--- src/rtl/dmr_pkg.sv ---
package dmr_pkg;
  typedef enum logic [1:0] {
    DR_NULL = 2'b00,
    DR_ZERO = 2'b01,
    DR_ONE  = 2'b10,
    DR_BAD  = 2'b11
  } dr_code_e;

  function automatic logic is_data(input logic [1:0] c);
    return ^c;
  endfunction
endpackage

--- src/rtl/dr_reg.sv ---
module dr_reg #(
  parameter int W = 4
) (
  input  logic           clk_i,
  input  logic           rst_ni,
  input  logic [2*W-1:0] d_i,
  input  logic           slp_own_i,
  input  logic           slp_peer_i,
  input  logic           inj_en_i,
  input  logic [2*W-1:0] inj_pat_i,
  output logic [2*W-1:0] q_o
);
  import dmr_pkg::*;

  logic slp_both;
  assign slp_both = slp_own_i & slp_peer_i;

  for (genvar i = 0; i < W; i++) begin : g_slot
    logic [1:0] q;
    always_ff @(posedge clk_i or negedge rst_ni) begin
      if (!rst_ni)                          q <= DR_NULL;
      else if (inj_en_i)                    q <= inj_pat_i[2*i +: 2];
      else if (slp_both)                    q <= DR_NULL;
      else if (q == DR_NULL && is_data(d_i[2*i +: 2]))
                                            q <= d_i[2*i +: 2];
    end
    assign q_o[2*i +: 2] = q;
  end
endmodule

--- src/rtl/c_gate.sv ---
module c_gate (
  input  logic clk_i,
  input  logic rst_ni,
  input  logic a_i,
  input  logic b_i,
  output logic y_o
);
  // hysteresis: set on all-high, clear on all-low, else hold
  always_ff @(posedge clk_i or negedge rst_ni) begin
    if (!rst_ni)            y_o <= 1'b0;
    else if (a_i && b_i)    y_o <= 1'b1;
    else if (!a_i && !b_i)  y_o <= 1'b0;
  end
endmodule

--- src/rtl/rail_merge.sv ---
module rail_merge #(
  parameter int W = 4
) (
  input  logic           clk_i,
  input  logic           rst_ni,
  input  logic [2*W-1:0] a_i,
  input  logic [2*W-1:0] b_i,
  output logic [2*W-1:0] y_o
);
  localparam int NR = 2 * W;

  for (genvar r = 0; r < NR; r++) begin : g_rail
    c_gate u_c (
      .clk_i (clk_i),
      .rst_ni(rst_ni),
      .a_i   (a_i[r]),
      .b_i   (b_i[r]),
      .y_o   (y_o[r])
    );
  end
endmodule

--- src/rtl/dmr_merge_stage.sv ---
module dmr_merge_stage #(
  parameter int W = 4
) (
  input  logic           clk_i,
  input  logic           rst_ni,
  input  logic [2*W-1:0] data_a_i,
  input  logic [2*W-1:0] data_b_i,
  input  logic           slp_a_i,
  input  logic           slp_b_i,
  input  logic           inj_en_i,
  input  logic           inj_sel_i,
  input  logic [2*W-1:0] inj_pat_i,
  output logic [2*W-1:0] reg_a_o,
  output logic [2*W-1:0] reg_b_o,
  output logic [2*W-1:0] merged_o
);
  logic inj_a, inj_b;
  assign inj_a = inj_en_i & ~inj_sel_i;
  assign inj_b = inj_en_i &  inj_sel_i;

  dr_reg #(.W(W)) u_reg_a (
    .clk_i     (clk_i),
    .rst_ni    (rst_ni),
    .d_i       (data_a_i),
    .slp_own_i (slp_a_i),
    .slp_peer_i(slp_b_i),
    .inj_en_i  (inj_a),
    .inj_pat_i (inj_pat_i),
    .q_o       (reg_a_o)
  );

  dr_reg #(.W(W)) u_reg_b (
    .clk_i     (clk_i),
    .rst_ni    (rst_ni),
    .d_i       (data_b_i),
    .slp_own_i (slp_b_i),
    .slp_peer_i(slp_a_i),
    .inj_en_i  (inj_b),
    .inj_pat_i (inj_pat_i),
    .q_o       (reg_b_o)
  );

  rail_merge #(.W(W)) u_merge (
    .clk_i (clk_i),
    .rst_ni(rst_ni),
    .a_i   (reg_a_o),
    .b_i   (reg_b_o),
    .y_o   (merged_o)
  );
endmodule

--- config.mk ---
export PLATFORM = sky130hd
export DESIGN_NAME = dmr_merge_stage
export DESIGN_NICKNAME = d
export VERILOG_FILES = /design/src/rtl/dmr_pkg.sv /design/src/rtl/dr_reg.sv /design/src/rtl/c_gate.sv /design/src/rtl/rail_merge.sv /design/src/rtl/dmr_merge_stage.sv
export SDC_FILE = /design/constraint.sdc
export NUM_CORES = 1
export LEC_CHECK = 0
export BUFFER_PORTS_ARGS = -buffer_cell sky130_fd_sc_hd__buf_2
export CORE_MARGIN = 2
export CORE_UTILIZATION = 29
export CTS_CLUSTER_DIAMETER = 100
export DETAILED_ROUTE_END_ITERATION = 7
export GPL_ROUTABILITY_DRIVEN = 1
export PLACE_DENSITY = 0.6
export SYNTH_ARGS = -nofsm -noshare
export SYNTH_HDL_FRONTEND = slang
export SYNTH_SLANG_ARGS = --single-unit
--- constraint.sdc ---
create_clock -name clk_i -period 3.05 [get_ports clk_i]
set_input_delay 0.1525 -clock clk_i [delete_from_list [all_inputs] [get_ports clk_i]]
set_output_delay 0.1525 -clock clk_i [all_outputs]
set_load 0.02 [all_outputs]
After elaboration in Yosys (flattened, before gate mapping)
Index checks and enable logic that the tools add are counted.
- register bits after elaboration: 24
- latch bits: 0
- RAM bits: 0
- memory bits (read-only): 0
- input port bits: 30
- output and inout port bits: 24
- logic and storage cells: 132
- memories kept: 0
- add/sub/neg operators: 0
- multiply operators: 0
- divide/modulo/power cells: 0
- $lt $le $gt $ge: 0
- eq/ne operators: 0
- shifts and indexed selects: 0
- mux-type cells: 40
- bitwise gates (word level): 4
- reductions and logical operators: 72
- operators by type and width (operator ; count):
    2-bit two-way mux ; 24
    1-bit logical AND ; 24
    3-bit nonzero test ; 8
    1-bit logical NOT ; 16
    2-bit logical NOT ; 8
    1-bit two-way mux ; 16
    2-bit nonzero test ; 8
    2-bit parity ; 8
    1-bit AND ; 3
    1-bit NOT ; 1

Logic depth before layout (Yosys ltp)
- word-level depth: 5
- gate-level depth with buffers: 4
- gate-level depth less buffers: 3

Hierarchy
From an unflattened synthesis, not the netlist that was laid out.
- cell total of the unflattened synthesis: 112
- area total of the unflattened synthesis: 1322.5 µm²
- modules (own cells, without submodules) (module ; instances ; cells an instance ; area an instance (µm²) ; sequential area each (µm²)):
    dr_reg ; 2 ; 43 ; 442.9 ; 200.2
    c_gate ; 8 ; 3 ; 52.6 ; 25.0
    dmr_merge_stage ; 1 ; 2 ; 16.3 ; 0.0

Worst setup path after synthesis
OpenSTA, ideal clock, no wires.
- kind: flip-flop to flip-flop
- from: register u_reg_a.g_slot[1].q[1]
- to: register u_merge.g_rail[3].u_c.y_o
- setup time: 0.125 ns
- data arrival time: 0.975 ns
- required time: 2.925 ns
- path slack: 1.951 ns
- stages on the path, launching flop included: 3
- clock period less this slack: 1.099 ns
- cells stage by stage: dfrtp_1 -> ha_1 -> mux2_2
- longest elaborated chain between the ends: 3
- elaborated cells between the ends (all ways): 5
- those cells by class: 1 x mux; 4 x reduce/logical
- ends and longest elaborated chain (item ; line ; source):
    from (decl) ; dr_reg.sv:19 ; logic [1:0] q;
    from (signal assigned) ; dr_reg.sv:22 ; else if (inj_en_i) q <= inj_pat_i[2*i +: 2];
    from (signal assigned) ; dr_reg.sv:25 ; q <= d_i[2*i +: 2];
    1-bit logical NOT ; c_gate.sv:12 ; else if (!a_i && !b_i) y_o <= 1'b0;
    1-bit logical AND ; c_gate.sv:12 ;
    2-bit nonzero test (no line) ; n/a ;
    to (signal assigned) ; c_gate.sv:10 ; if (!rst_ni) y_o <= 1'b0;
    to (signal assigned) ; c_gate.sv:11 ; else if (a_i && b_i) y_o <= 1'b1;
    to (signal assigned) ; c_gate.sv:12 ;
    to (decl) ; c_gate.sv:6 ; output logic y_o
Several ways; a longest one is shown, not always the timed one.
A chain may end at the register's enable or synchronous reset.

Worst setup path in the final report
- from: register u_reg_b.g_slot[0].q[1]
- to: register u_merge.g_rail[1].u_c.y_o
- longest elaborated chain between the ends: 3
- elaborated cells between the ends (all ways): 5
- those cells by class: 1 x mux; 4 x reduce/logical
- ends and longest elaborated chain (item ; line):
    from (decl) ; dr_reg.sv:19
    from (signal assigned) ; dr_reg.sv:22
    from (signal assigned) ; dr_reg.sv:25
    1-bit logical NOT ; c_gate.sv:12
    1-bit logical AND ; c_gate.sv:12
    2-bit nonzero test (no line) ; n/a
    to (signal assigned) ; c_gate.sv:10
    to (signal assigned) ; c_gate.sv:11
    to (signal assigned) ; c_gate.sv:12
    to (decl) ; c_gate.sv:6
Several ways; a longest one is shown, not always the timed one.

==> impl_metrics.yaml <==
setup_path:
  critical_path_peak_fanout: 4
  criticalPathCategory: "reg2reg"
  crit_path_start_kind: "flip-flop"
  setup.worst_path.end_class: "flip-flop"
  cp_data_required_time_ns: 3.21
  cp.arrival_ns: 1.32
power_and_ir_drop:
  vdd.ir_drop.worst_mv: 0.211
  leakage_nw: 0.804
  powerDensity_nw_per_um2: 574
global_route:
  largest_net_degree_at_the_start_of_global_routing: 25
  grt_antenna_before_repair: 0
  first_pass_grt_wire_length_um: 4530
  grt_overflow_total: 0
  first_global_vias: 964
  groute.usage.overall_pct: 11.3
place:
  port-buffer-count: 53
  place.gp.congestion: 0.729
  place.detailed.hpwl_um: 2260
  post-place-ws_ns: 1.82
  dp_cells: 213
floorplan:
  rows: 24
  die_height_um: 72.4
  initial_utilization_pct: 30.7
  horizontal_extent_of_the_die_um: 72.4
  core_sq_um: 4410
  die-area_sq_um: 5240
  design.portCount: 54
clock_tree:
  ctsLongestPathBuffers: 2
  cts_num_sinks: 24
  insertion_delay_ns: 0.26
  cts_inserted_buffers: 3
  clkTransAtPathRegs_ns: 0.09
  cts.root.buffer_cell: "sky130_fd_sc_hd__clkbuf_8"
  post_cts_resized: 0
  h-tree-depth: 1
  tritoncts_clock_tree: "done"
detailed_routing:
  vias_per_cell: 4.57
  postRouteAntennaNets: 0
  post-route-drc-count: 0
  first_pass_iters: 4
  wire_per_inst_um: 13.0
  via_count: 996
  drt_iter0_drc: 49
  wl_um: 2830
synth:
  seq_area_frac_synth_pct: 44.3
  synthesis.area_sq_um: 1360
  syn_inst: 134
  synth_area_per_cell_sq_um: 10.1
  async_flop_share_pct: 100
  netlist.top_cell.by_area: "sky130_fd_sc_hd__dfrtp_1"
  synthTopCellsByArea: "sky130_fd_sc_hd__dfrtp_1 (44%), sky130_fd_sc_hd__buf_4 (13%), sky130_fd_sc_hd__ha_1 (7.4%)"
  yosysWarningCount: 0
  synth_cell_type_count: 15
  postSynth.topFlopCell: "sky130_fd_sc_hd__dfrtp_1"
  synth-edff-count: 0
  ys_seq_elements: 24
  synth_top_cells_by_count: "sky130_fd_sc_hd__buf_4 (24), sky130_fd_sc_hd__dfrtp_1 (24), sky130_fd_sc_hd__nand2_1 (16), sky130_fd_sc_hd__nor2_1 (16), sky130_fd_sc_hd__a21oi_1 (10)"
  netlist.area_leader.share_pct: 44.3
  mappedNetlistNets: 172
sta:
  holdWs_ns: 0.103
  clock.fmax_mhz: 858
  setup_ws_ns: 1.88
  setup_viol_count_final: 0
  final.setup_skew_ns: 0.00143
  finalHoldViolCount: 0
  post-route-period-util_pct: 38.2
  slew_headroom_pct: 56.9
  maxSlewViolCount: 0
  unrepaired_setup_endpoints_after_global_routing: "no"
  fin_tns_setup_ns: 0
  layout_min_cycle_time_ns: 1.17
  worstMarginPinSlew_ns: 0.645
layout:
  final_nets: 205
  fraction_of_layout_cells_with_a_size_suffix_above_1_pct: 45.2
  layout-area-overhead-vs-synth_pct: 14.7
  final_core_util_pct: 35.2
  antenna_cells: 0
  stdcell_count: 218
worst_hold_path:
  timing.hold.worst.class: "in2reg"
flow_run:
  cap_viol_max_count: 0
outcome:
  status: "completed"
==> cell usage in the layout, fill, tap and decap left out, drive strengths merged <==
master and n:
buf 53, dfrtp 24, a21o 2, nor3b 6, nor2 16, a21oi 10, ha 8, and2 1
clkbuf 4, mux2 8, nor2b 1, dlygate4sd3 1, o21ai 16, nand2 16
==> registers in the layout, indices dropped and copies added, names as in the netlist <==
signal / count
u_merge.g_rail.u_c.y_o: 8
u_reg_a.g_slot.q: 8
u_reg_b.g_slot.q: 8
==> cell type report <==
class	instances	area, sq um
fillers	467	2860
well taps	52	65.1
repair buffers	54	275
flip-flops and latches	24	601
clock buffers	4	55.1
multi-input cells	84	558
==> routing by layer <==
metal	vias to the layer above	global-route usage (%)	routed length, um
met1	463	15.5	1360
met2	35	17.3	1250
met4	0	3.77	9
li1	496	-	-
met3	2	2.64	204
met5	-	0	0
==> final timing paths <==
kind / to / startpoint / depth (start not counted) / slack [ns]
worst max register to register: u_merge.g_rail[1].u_c.y_o / u_reg_b.g_slot[0].q[1] / 2 / 1.88
worst max-delay path: u_merge.g_rail[1].u_c.y_o / u_reg_b.g_slot[0].q[1] / 2 / 1.88
max in group asynchronous: u_reg_b.g_slot[3].q[1] / rst_ni / 2 / 2.28
worst min register to register: u_merge.g_rail[6].u_c.y_o / u_merge.g_rail[6].u_c.y_o / 1 / 0.50
min in group asynchronous: u_merge.g_rail[3].u_c.y_o / rst_ni / 2 / 0.40
worst min-delay path: u_reg_b.g_slot[0].q[1] / inj_pat_i[1] / 3 / 0.10
==> power by group <==
part,internal (mW),switching [mW],total (mW)
logic,0.113,0.151,0.264
clock network,0.115,0.104,0.219
registers,0.367,0.0412,0.409
total,0.595,0.297,0.892
==> worst max-delay path, stage by stage, from the launching register on <==
cell and delay (ns):
sky130_fd_sc_hd__dfrtp_1 0.44, sky130_fd_sc_hd__ha_1 0.30, sky130_fd_sc_hd__mux2_2 0.32
==> logic make-up (layout without fill, tap and decap cells) <==
| kind of cell | Yosys count | after routing | share of synthesized area (%) |
|---|---|---|---|
| multiplexers | 8 | 8 | 6.65 |
| AO/OA/AOI/OAI | 28 | 28 | 14.0 |
| flip-flops | 24 | 24 | 44.3 |
| buffers and inverters | 26 | 58 | 14.5 |
| adder cells (fa/ha/maj) | 8 | 8 | 7.39 |
| AND/OR/NAND/NOR | 40 | 40 | 13.1 |
==> per-stage QoR <==
| step | area, sq um | power, mW |
|---|---|---|
| after floorplan | 1360 | 0.650 |
| after global placement | 1490 | 0.680 |
| after detailed placement | 1490 | 0.686 |
| after CTS | 1550 | 0.906 |
| after global routing | 1550 | 0.948 |
| final | 1550 | 0.892 |
==> repair_timing <==
| item | in CTS | in global routing |
|---|---|---|
| hold buffers | 1 | 0 |
| endpoints found under the hold margin | 24 | 0 |
| setup endpoints to repair | 0 | 0 |
| buffers inserted | 0 | 0 |
(Power assumes the default switching activity.)
